**src/rtl/usb_rx_pkg.sv**
```systemverilog
package usb_rx_pkg;

    typedef enum logic [1:0] {
        SYM_J   = 2'd0,
        SYM_K   = 2'd1,
        SYM_SE0 = 2'd2,
        SYM_SE1 = 2'd3
    } line_sym_e;

    typedef enum logic [1:0] {
        ST_IDLE = 2'd0,
        ST_BITS = 2'd1,
        ST_EOP  = 2'd2
    } rx_state_e;

endpackage

```
**src/rtl/usb_line_sym.sv**
```systemverilog
module usb_line_sym
    import usb_rx_pkg::*;
(
    input  logic      dp,
    input  logic      dm,
    input  logic      low_speed,
    output line_sym_e sym
);

    // Low-speed swaps the meaning of the two differential states.
    always_comb begin
        case ({dp, dm})
            2'b00:   sym = SYM_SE0;
            2'b10:   sym = low_speed ? SYM_K : SYM_J;
            2'b01:   sym = low_speed ? SYM_J : SYM_K;
            default: sym = SYM_SE1;
        endcase
    end

endmodule

```
**src/rtl/usb_mid_bit_timer.sv**
```systemverilog
module usb_mid_bit_timer #(
    parameter int FS_BIT = 4,
    parameter int LS_BIT = 32
) (
    input  logic clk,
    input  logic rst_n,
    input  logic low_speed,
    input  logic start,
    input  logic run,
    output logic tick
);

    localparam int MAX_BIT = (FS_BIT > LS_BIT) ? FS_BIT : LS_BIT;
    localparam int CW      = $clog2(MAX_BIT);

    localparam logic [CW-1:0] FS_HALF_M1 = CW'(FS_BIT / 2 - 1);
    localparam logic [CW-1:0] LS_HALF_M1 = CW'(LS_BIT / 2 - 1);
    localparam logic [CW-1:0] FS_PER_M1  = CW'(FS_BIT - 1);
    localparam logic [CW-1:0] LS_PER_M1  = CW'(LS_BIT - 1);

    typedef struct packed {
        logic [CW-1:0] cnt;
    } tmr_t;

    tmr_t t_d, t_q;

    always_comb begin
        t_d  = t_q;
        tick = run && !start && (t_q.cnt == '0);
        if (start) begin
            // First instant lies half a bit after the start edge.
            t_d.cnt = low_speed ? LS_HALF_M1 : FS_HALF_M1;
        end else if (run) begin
            if (t_q.cnt == '0) t_d.cnt = low_speed ? LS_PER_M1 : FS_PER_M1;
            else               t_d.cnt = t_q.cnt - 1'b1;
        end
    end

    always_ff @(posedge clk or negedge rst_n) begin
        if (!rst_n) t_q <= '0;
        else        t_q <= t_d;
    end

endmodule

```
**src/rtl/usb_nrzi_unstuff.sv**
```systemverilog
module usb_nrzi_unstuff
    import usb_rx_pkg::*;
#(
    parameter int RUN_LIMIT = 6
) (
    input  logic      clk,
    input  logic      rst_n,
    input  logic      clear,
    input  logic      sample_en,
    input  line_sym_e sym,
    output logic      emit,
    output logic      dbit,
    output logic      run_err
);

    localparam int            OW       = $clog2(RUN_LIMIT + 2);
    localparam logic [OW-1:0] RUN_AT   = OW'(RUN_LIMIT);
    localparam logic [OW-1:0] RUN_SAT  = OW'(RUN_LIMIT + 1);

    typedef struct packed {
        line_sym_e     prev;
        logic [OW-1:0] ones;
    } nrzi_t;

    nrzi_t n_d, n_q;
    logic  same;
    logic  at_limit;

    always_comb begin
        n_d      = n_q;
        same     = (sym == n_q.prev);
        at_limit = (n_q.ones == RUN_AT);
        dbit     = same;
        emit     = sample_en && !(at_limit && !same);
        run_err  = sample_en && same && at_limit;
        if (clear) begin
            n_d.prev = SYM_J;
            n_d.ones = '0;
        end else if (sample_en) begin
            n_d.prev = sym;
            if (!same)                n_d.ones = '0;
            else if (n_q.ones != RUN_SAT) n_d.ones = n_q.ones + 1'b1;
        end
    end

    always_ff @(posedge clk or negedge rst_n) begin
        if (!rst_n) begin
            n_q.prev <= SYM_J;
            n_q.ones <= '0;
        end else begin
            n_q <= n_d;
        end
    end

endmodule

```
**src/rtl/usb_fsls_rx.sv**
```systemverilog
module usb_fsls_rx
    import usb_rx_pkg::*;
#(
    parameter int FS_BIT    = 4,
    parameter int LS_BIT    = 32,
    parameter int RUN_LIMIT = 6
) (
    input  logic clk,
    input  logic rst_n,
    input  logic low_speed,
    input  logic dp,
    input  logic dm,
    output logic sop_pulse,
    output logic bit_valid,
    output logic bit_data,
    output logic stuff_err,
    output logic eop_pulse
);

    typedef struct packed {
        rx_state_e st;
        logic      last_se0;
        logic      sop;
        logic      eop;
        logic      valid;
        logic      data;
        logic      err;
    } rx_t;

    rx_t       r_d, r_q;
    line_sym_e sym;
    logic      tick;
    logic      tmr_start;
    logic      bit_en;
    logic      emit;
    logic      dbit;
    logic      run_err;

    usb_line_sym u_sym (
        .dp        (dp),
        .dm        (dm),
        .low_speed (low_speed),
        .sym       (sym)
    );

    usb_mid_bit_timer #(
        .FS_BIT (FS_BIT),
        .LS_BIT (LS_BIT)
    ) u_tmr (
        .clk       (clk),
        .rst_n     (rst_n),
        .low_speed (low_speed),
        .start     (tmr_start),
        .run       (r_q.st != ST_IDLE),
        .tick      (tick)
    );

    usb_nrzi_unstuff #(
        .RUN_LIMIT (RUN_LIMIT)
    ) u_nrzi (
        .clk       (clk),
        .rst_n     (rst_n),
        .clear     (r_q.st == ST_IDLE),
        .sample_en (bit_en),
        .sym       (sym),
        .emit      (emit),
        .dbit      (dbit),
        .run_err   (run_err)
    );

    always_comb begin
        r_d       = r_q;
        r_d.sop   = 1'b0;
        r_d.eop   = 1'b0;
        tmr_start = 1'b0;
        bit_en    = 1'b0;
        case (r_q.st)
            ST_IDLE: begin
                if (sym == SYM_K) begin
                    r_d.sop   = 1'b1;
                    r_d.st    = ST_BITS;
                    tmr_start = 1'b1;
                end
            end
            ST_BITS: begin
                if (tick) begin
                    if (sym == SYM_SE0) begin
                        r_d.st       = ST_EOP;
                        r_d.last_se0 = 1'b1;
                    end else begin
                        bit_en = 1'b1;
                    end
                end
            end
            ST_EOP: begin
                if (tick) begin
                    if (r_q.last_se0 && sym == SYM_J) begin
                        r_d.eop      = 1'b1;
                        r_d.st       = ST_IDLE;
                        r_d.last_se0 = 1'b0;
                    end else begin
                        r_d.last_se0 = (sym == SYM_SE0);
                    end
                end
            end
            default: r_d.st = ST_IDLE;
        endcase
        r_d.valid = emit;
        r_d.data  = emit & dbit;
        r_d.err   = run_err;
    end

    always_ff @(posedge clk or negedge rst_n) begin
        if (!rst_n) begin
            r_q.st       <= ST_IDLE;
            r_q.last_se0 <= 1'b0;
            r_q.sop      <= 1'b0;
            r_q.eop      <= 1'b0;
            r_q.valid    <= 1'b0;
            r_q.data     <= 1'b0;
            r_q.err      <= 1'b0;
        end else begin
            r_q <= r_d;
        end
    end

    assign sop_pulse = r_q.sop;
    assign eop_pulse = r_q.eop;
    assign bit_valid = r_q.valid;
    assign bit_data  = r_q.data;
    assign stuff_err = r_q.err;

endmodule

```
**config.mk**
```make
export PLATFORM = sky130hd
export DESIGN_NAME = usb_fsls_rx
export DESIGN_NICKNAME = d
export VERILOG_FILES = /design/src/rtl/usb_rx_pkg.sv /design/src/rtl/usb_line_sym.sv /design/src/rtl/usb_mid_bit_timer.sv /design/src/rtl/usb_nrzi_unstuff.sv /design/src/rtl/usb_fsls_rx.sv
export SDC_FILE = /design/constraint.sdc
export NUM_CORES = 1
export LEC_CHECK = 0
export BUFFER_PORTS_ARGS = -buffer_cell sky130_fd_sc_hd__buf_2
export CAP_MARGIN = 30
export CELL_PAD_IN_SITES_DETAIL_PLACEMENT = 0
export CELL_PAD_IN_SITES_GLOBAL_PLACEMENT = 1
export CORE_MARGIN = 8
export CORE_UTILIZATION = 47
export DETAILED_ROUTE_END_ITERATION = 10
export PLACE_DENSITY = 0.87
export SYNTH_ARGS = -nofsm -noshare
export SYNTH_HDL_FRONTEND = slang
export SYNTH_HIERARCHICAL = 1
export SYNTH_SLANG_ARGS = --single-unit
```
**constraint.sdc**
```tcl
create_clock -name clk -period 5.2 [get_ports clk]
set_input_delay 0.26 -clock clk [delete_from_list [all_inputs] [get_ports clk]]
set_output_delay 0.26 -clock clk [all_outputs]
set_load 0.02 [all_outputs]
```
# Word-level counts from Yosys, hierarchy flattened

Cells that the tools add are included.

Register bits after elaboration: 18
Input port bits: 5
Output and inout bits: 5
Logic and storage cells: 77

Add/subtract/negate cells: 2
Eq/ne operators: 15
Mux-type cells: 28
Bitwise logic cells: 1
Reductions and logical operators: 21

Operators with widths:

| kind                | number |
|---|---|
| $mux 5              | 6 |
| $mux 3              | 5 |
| $pmux 2 s3          | 2 |
| $mux 1              | 11 |
| $ne 2x2->1 const B  | 5 |
| $reduce_bool 2->1   | 4 |
| $logic_and 1x1->1   | 7 |
| $eq 2x1->1 const B  | 3 |
| $eq 2x2->1 const B  | 3 |
| $logic_not 2->1     | 3 |
| $logic_not 5->1     | 1 |
| $reduce_and 5->1    | 1 |
| $sub 5x1->5 const B | 1 |
| $mux 2              | 2 |
| $mux 4              | 1 |
| $reduce_and 4->1    | 1 |
| $add 3x1->3 const B | 1 |
| $eq 3x3->1 const B  | 1 |
| $logic_not 1->1     | 3 |
| $ne 3x1->1 const B  | 1 |
| $ne 3x3->1 const B  | 1 |
| $eq 2x2->1          | 1 |
| $pmux 1 s2          | 1 |
| $reduce_and 2->1    | 1 |
| $and 1x1->1         | 1 |

# Logic depth before layout (Yosys ltp)

Depth after elaboration: 12
Depth in mapped cells: 8
Depth with buffers taken out: 8

# Hierarchy

Netlist, hierarchy kept.

By module, submodules not included:

| module            | instances | cells an instance | area an instance (sq um) | sequential area each (sq um) |
|---|---|---|---|---|
| usb_fsls_rx       | 1         | 28                | 321.6                    | 200.2 |
| usb_mid_bit_timer | 1         | 35                | 314.1                    | 125.1 |
| usb_nrzi_unstuff  | 1         | 33                | 310.3                    | 125.1 |
| usb_line_sym      | 1         | 2                 | 23.8                     | 0.0 |

# Worst setup path before layout

Ideal clock, no wire load.

Path type: flip-flop to flip-flop
From: reg u_tmr/t_q[0] in the netlist's numbering
To: reg u_nrzi/n_q[0] in the netlist's numbering
Setup time: 104 ps
Arrival: 2290 ps
Required time: 5096 ps
Path slack: 2806 ps
Cell stages (with the launch flop): 9
Buffers on the path: 0
Period minus slack after synthesis: 2394 ps
Cell sequence: dfrtp_1 inv_1 ha_1 or4b_4 nor3b_1 o211a_1 inv_2 or3_1 a221oi_1

Word-level cells in the longest chain between the ends: 6

RTL lines:

| what                        | line                    | source |
|---|---|---|
| start: declaration          | usb_mid_bit_timer.sv:25 | `tmr_t t_d, t_q;` |
| start signal: assignment    | usb_mid_bit_timer.sv:41 | `else t_q <= t_d;` |
| $logic_not 5->1             | usb_mid_bit_timer.sv:29 | `tick = run && !start && (t_q.cnt == '0);` |
| $logic_and 1x1->1           | usb_mid_bit_timer.sv:29 |  |
| via tick                    | usb_fsls_rx.sv:32       | `logic tick;` |
| $mux 1                      | usb_fsls_rx.sv:86       | `if (tick) begin` |
| $mux 1                      | usb_fsls_rx.sv:77       | `case (r_q.st)` |
| via bit_en                  | usb_fsls_rx.sv:34       | `logic bit_en;` |
| $reduce_bool 2->1 (no line) | --                      |  |
| $reduce_and 2->1 (no line)  | --                      |  |
| end signal: assignment      | usb_nrzi_unstuff.sv:51  | `n_q <= n_d;` |
| end: declaration            | usb_nrzi_unstuff.sv:25  | `nrzi_t n_d, n_q;` |

The timed path passes the listed nets, and every way through them passes these cells.
A chain may end at the register's enable or synchronous reset.

# Final worst setup path

Ends and elaborated chain as after synthesis.

==> qor.yml <==
clock_sinks: 18
powerDensity_nw_per_um2: 417
clock.fmax_mhz: 375
track_usage: 0.106
gp_congestion: 0.825
synth-compound-area-share: 0.154
synth_nets: 107
wl_per_cell_um: 13.2
cp.required_ns: 5.39
post-route-min-period_ns: 2.67
synth_adder_area_share: 0.0516
rows: 16
via_per_inst: 5.36
fin_setup_tns_ns: 0
yosys_warnings: 6
cp_cell_sequence: "inv_1 -> ha_1 -> or4b_4 -> nor3b_1 -> o211a_1 -> inv_2 -> or3_1 -> a221oi_1"
synth_top_family_by_area: "simple AND/OR/NAND/NOR gates"
syn_area_um2: 970
startpoint_type: "flip-flop"
cp_slowest_cell: "or4b_4"
slew_viol_final: 0
pre_cts_slack_ns: 2.57
grt_setup_unrepaired: "false"
core-area_um2: 1960
htreeDepth: 1
synthCells: 98
end_kind: "flip-flop"
cts_setup_buffers: 0
critical-path-max-stage-delay_ns: 0.49
detail_route.first_pass.iterations: 4
reg2reg_slack_ns: 2.53
syn_area_per_cell_um2: 9.89
skew_ns: 0.00112
cts_tree: "built"
yosys.area_share.simple: 0.223
drive_gt1_frac: 0.180
cts.clk_slew.worst_paths_ns: 0.10
grt_overflow: 0
ys.flop_type: "dfrtp_1"
yosysTopAreaCell: "dfrtp_1"
synth_seq_area_share: 0.465
setup_ws_ns: 2.53
utilization: 0.556
yosysMostFrequentCell: "dfrtp_1"
critPathKind: "reg -> reg"
status: "finished clean"
synthXorXnorAreaFrac: 0.0361
die_area_um2: 3770
hold_path_class: "in -> reg"
relSlewSlack: 0.738
ctsRootBufferMaster: "clkbuf_4"
syn_to_final_growth_pct: 12.5
drc: 0
synthMuxAreaShare: 0.0361
tightest_slew_ns: 0.392
grt_max_degree: 19
ios: 10
via_count: 739
async_flop_share: 1.00
ir_drop_mv: 0.170
power_uw: 455
synthTopCellsByArea: "dfrtp_1, ha_1, xnor2_1"
grt_pass1_vias: 657
routed_wl_mm: 1.82
crit_arrival_ns: 2.86
drv_cap: 0
num_antenna_cells: 0
final_net_count: 121
clk_latency_ns: 0.29
drt-initial-drc-count: 15
fin_hold_ws_ns: 0.327
grt_antenna_before_repair: 0
portBuffers: 9
synthTopCellsByCount: "dfrtp_1, nand2_1, inv_1, nor2_1, o21ai_0"
die_w_um: 61.4
synth_cell_types: 37
cts_buffers: 3
synth_seq_cells: 18
leakagePower_uw: 0.000508
setup_violations: 0
ant_nets: 0
grt_pass1_wl_mm: 2.97
cts_buffer_depth: 2
critical_path_peak_fanout: 9
die_y_um: 61.4
dp_hpwl_mm: 1.33
finalCritPeriodShare: 0.513
hold_violations: 0
synth-edff-count: 0
start_util: 0.494
synth_top_area_frac: 0.465
-- metrics by stage --
| step | area [µm²] | cells |
|---|---|---|
| detailed placement | 1040 | 133 |
| finish | 1090 | 138 |
| CTS | 1090 | 138 |
| floorplan | 970 | 98 |
| global placement | 1040 | 133 |
| global route | 1090 | 138 |
-- worst max-delay path: cells and delay by family (launching register included) --
| kind | cells | cell delay (ns) |
|---|---|---|
| buf+inv | 2 | 0.18 |
| flops | 1 | 0.42 |
| simple gates | 3 | 1.19 |
| fa+ha+maj | 1 | 0.17 |
| compound gates | 2 | 0.61 |
-- path summary, 6_finish.rpt --
kind | from | end | depth (start not counted)
worst max-delay path | u_tmr/t_q[0] | u_nrzi/n_q[0] | 8
worst min-delay path | low_speed | u_tmr/t_q[1] | 3
worst max register to register | u_tmr/t_q[0] | u_nrzi/n_q[0] | 8
worst min register to register | r_q[7] | r_q[6] | 1
max in group asynchronous | rst_n | stuff_err | 2
min in group asynchronous | rst_n | r_q[5] | 2
-- state kept, by name, indices dropped and copies added (netlist names) --
signal      cells
bit_valid       1
u_tmr/t_q       5
sop_pulse       1
stuff_err       1
bit_data        1
eop_pulse       1
r_q             3
u_nrzi/n_q      5
-- power by group --
part           total [µW]  leakage, µW  internal, µW  switching [µW]
clock network        84.4    0.0000210          42.6            41.8
registers             204     0.000236           172            31.6
logic                 167     0.000251          77.1            89.7
-- logic make-up after synthesis --
group / after synthesis
compound gates: 21
xor+xnor: 4
fa+ha+maj: 4
buf+inv: 9
flops: 18
mux: 3
simple gates: 39
-- layout by cell type, fill, tap and decap left out, types with 2 or more instances in the layout --
cell      netlist  final
mux2i_1         2      2
buf_2           0      9
or3_1           2      2
dfrtp_1        18     18
nor2b_1         3      3
and2_1          2      2
a221oi_1        3      3
o21ai_0         5      5
nand3_1         3      3
nor2_1          7      7
nor3_1          3      3
ha_1            4      4
a21oi_1         4      4
inv_1           7      7
clkbuf_4        0      3
nand2_1         9      9
xnor2_1         4      4
-- repair_timing --
| action | CTS | global route |
|---|---|---|
| gates resized for setup | 0 | 0 |
| hold endpoints to repair | 18 | 0 |
| hold buffers | 1 | 0 |
-- layout make-up --
| class | instances | area, µm² |
|---|---|---|
| clock buffers | 4 | 36.3 |
| fillers | 200 | 871 |
| inverters | 8 | 30.0 |
| well taps | 27 | 33.8 |
| flip-flops and latches | 18 | 450 |
| repair buffers | 10 | 55.1 |
| multi-input cells | 71 | 485 |
-- per-layer routing --
metal / wire length, µm / vias to the layer above / GRT usage / part of all wire
met5: 0 / - / 0 / 0
met3: 109 / 2 / 0.0251 / 0.060
met4: 12 / 0 / 0.0584 / 0.0066
met1: 863 / 352 / 0.132 / 0.47
li1: - / 374 / - / -
met2: 832 / 11 / 0.164 / 0.46
(Power assumes the default switching activity.)
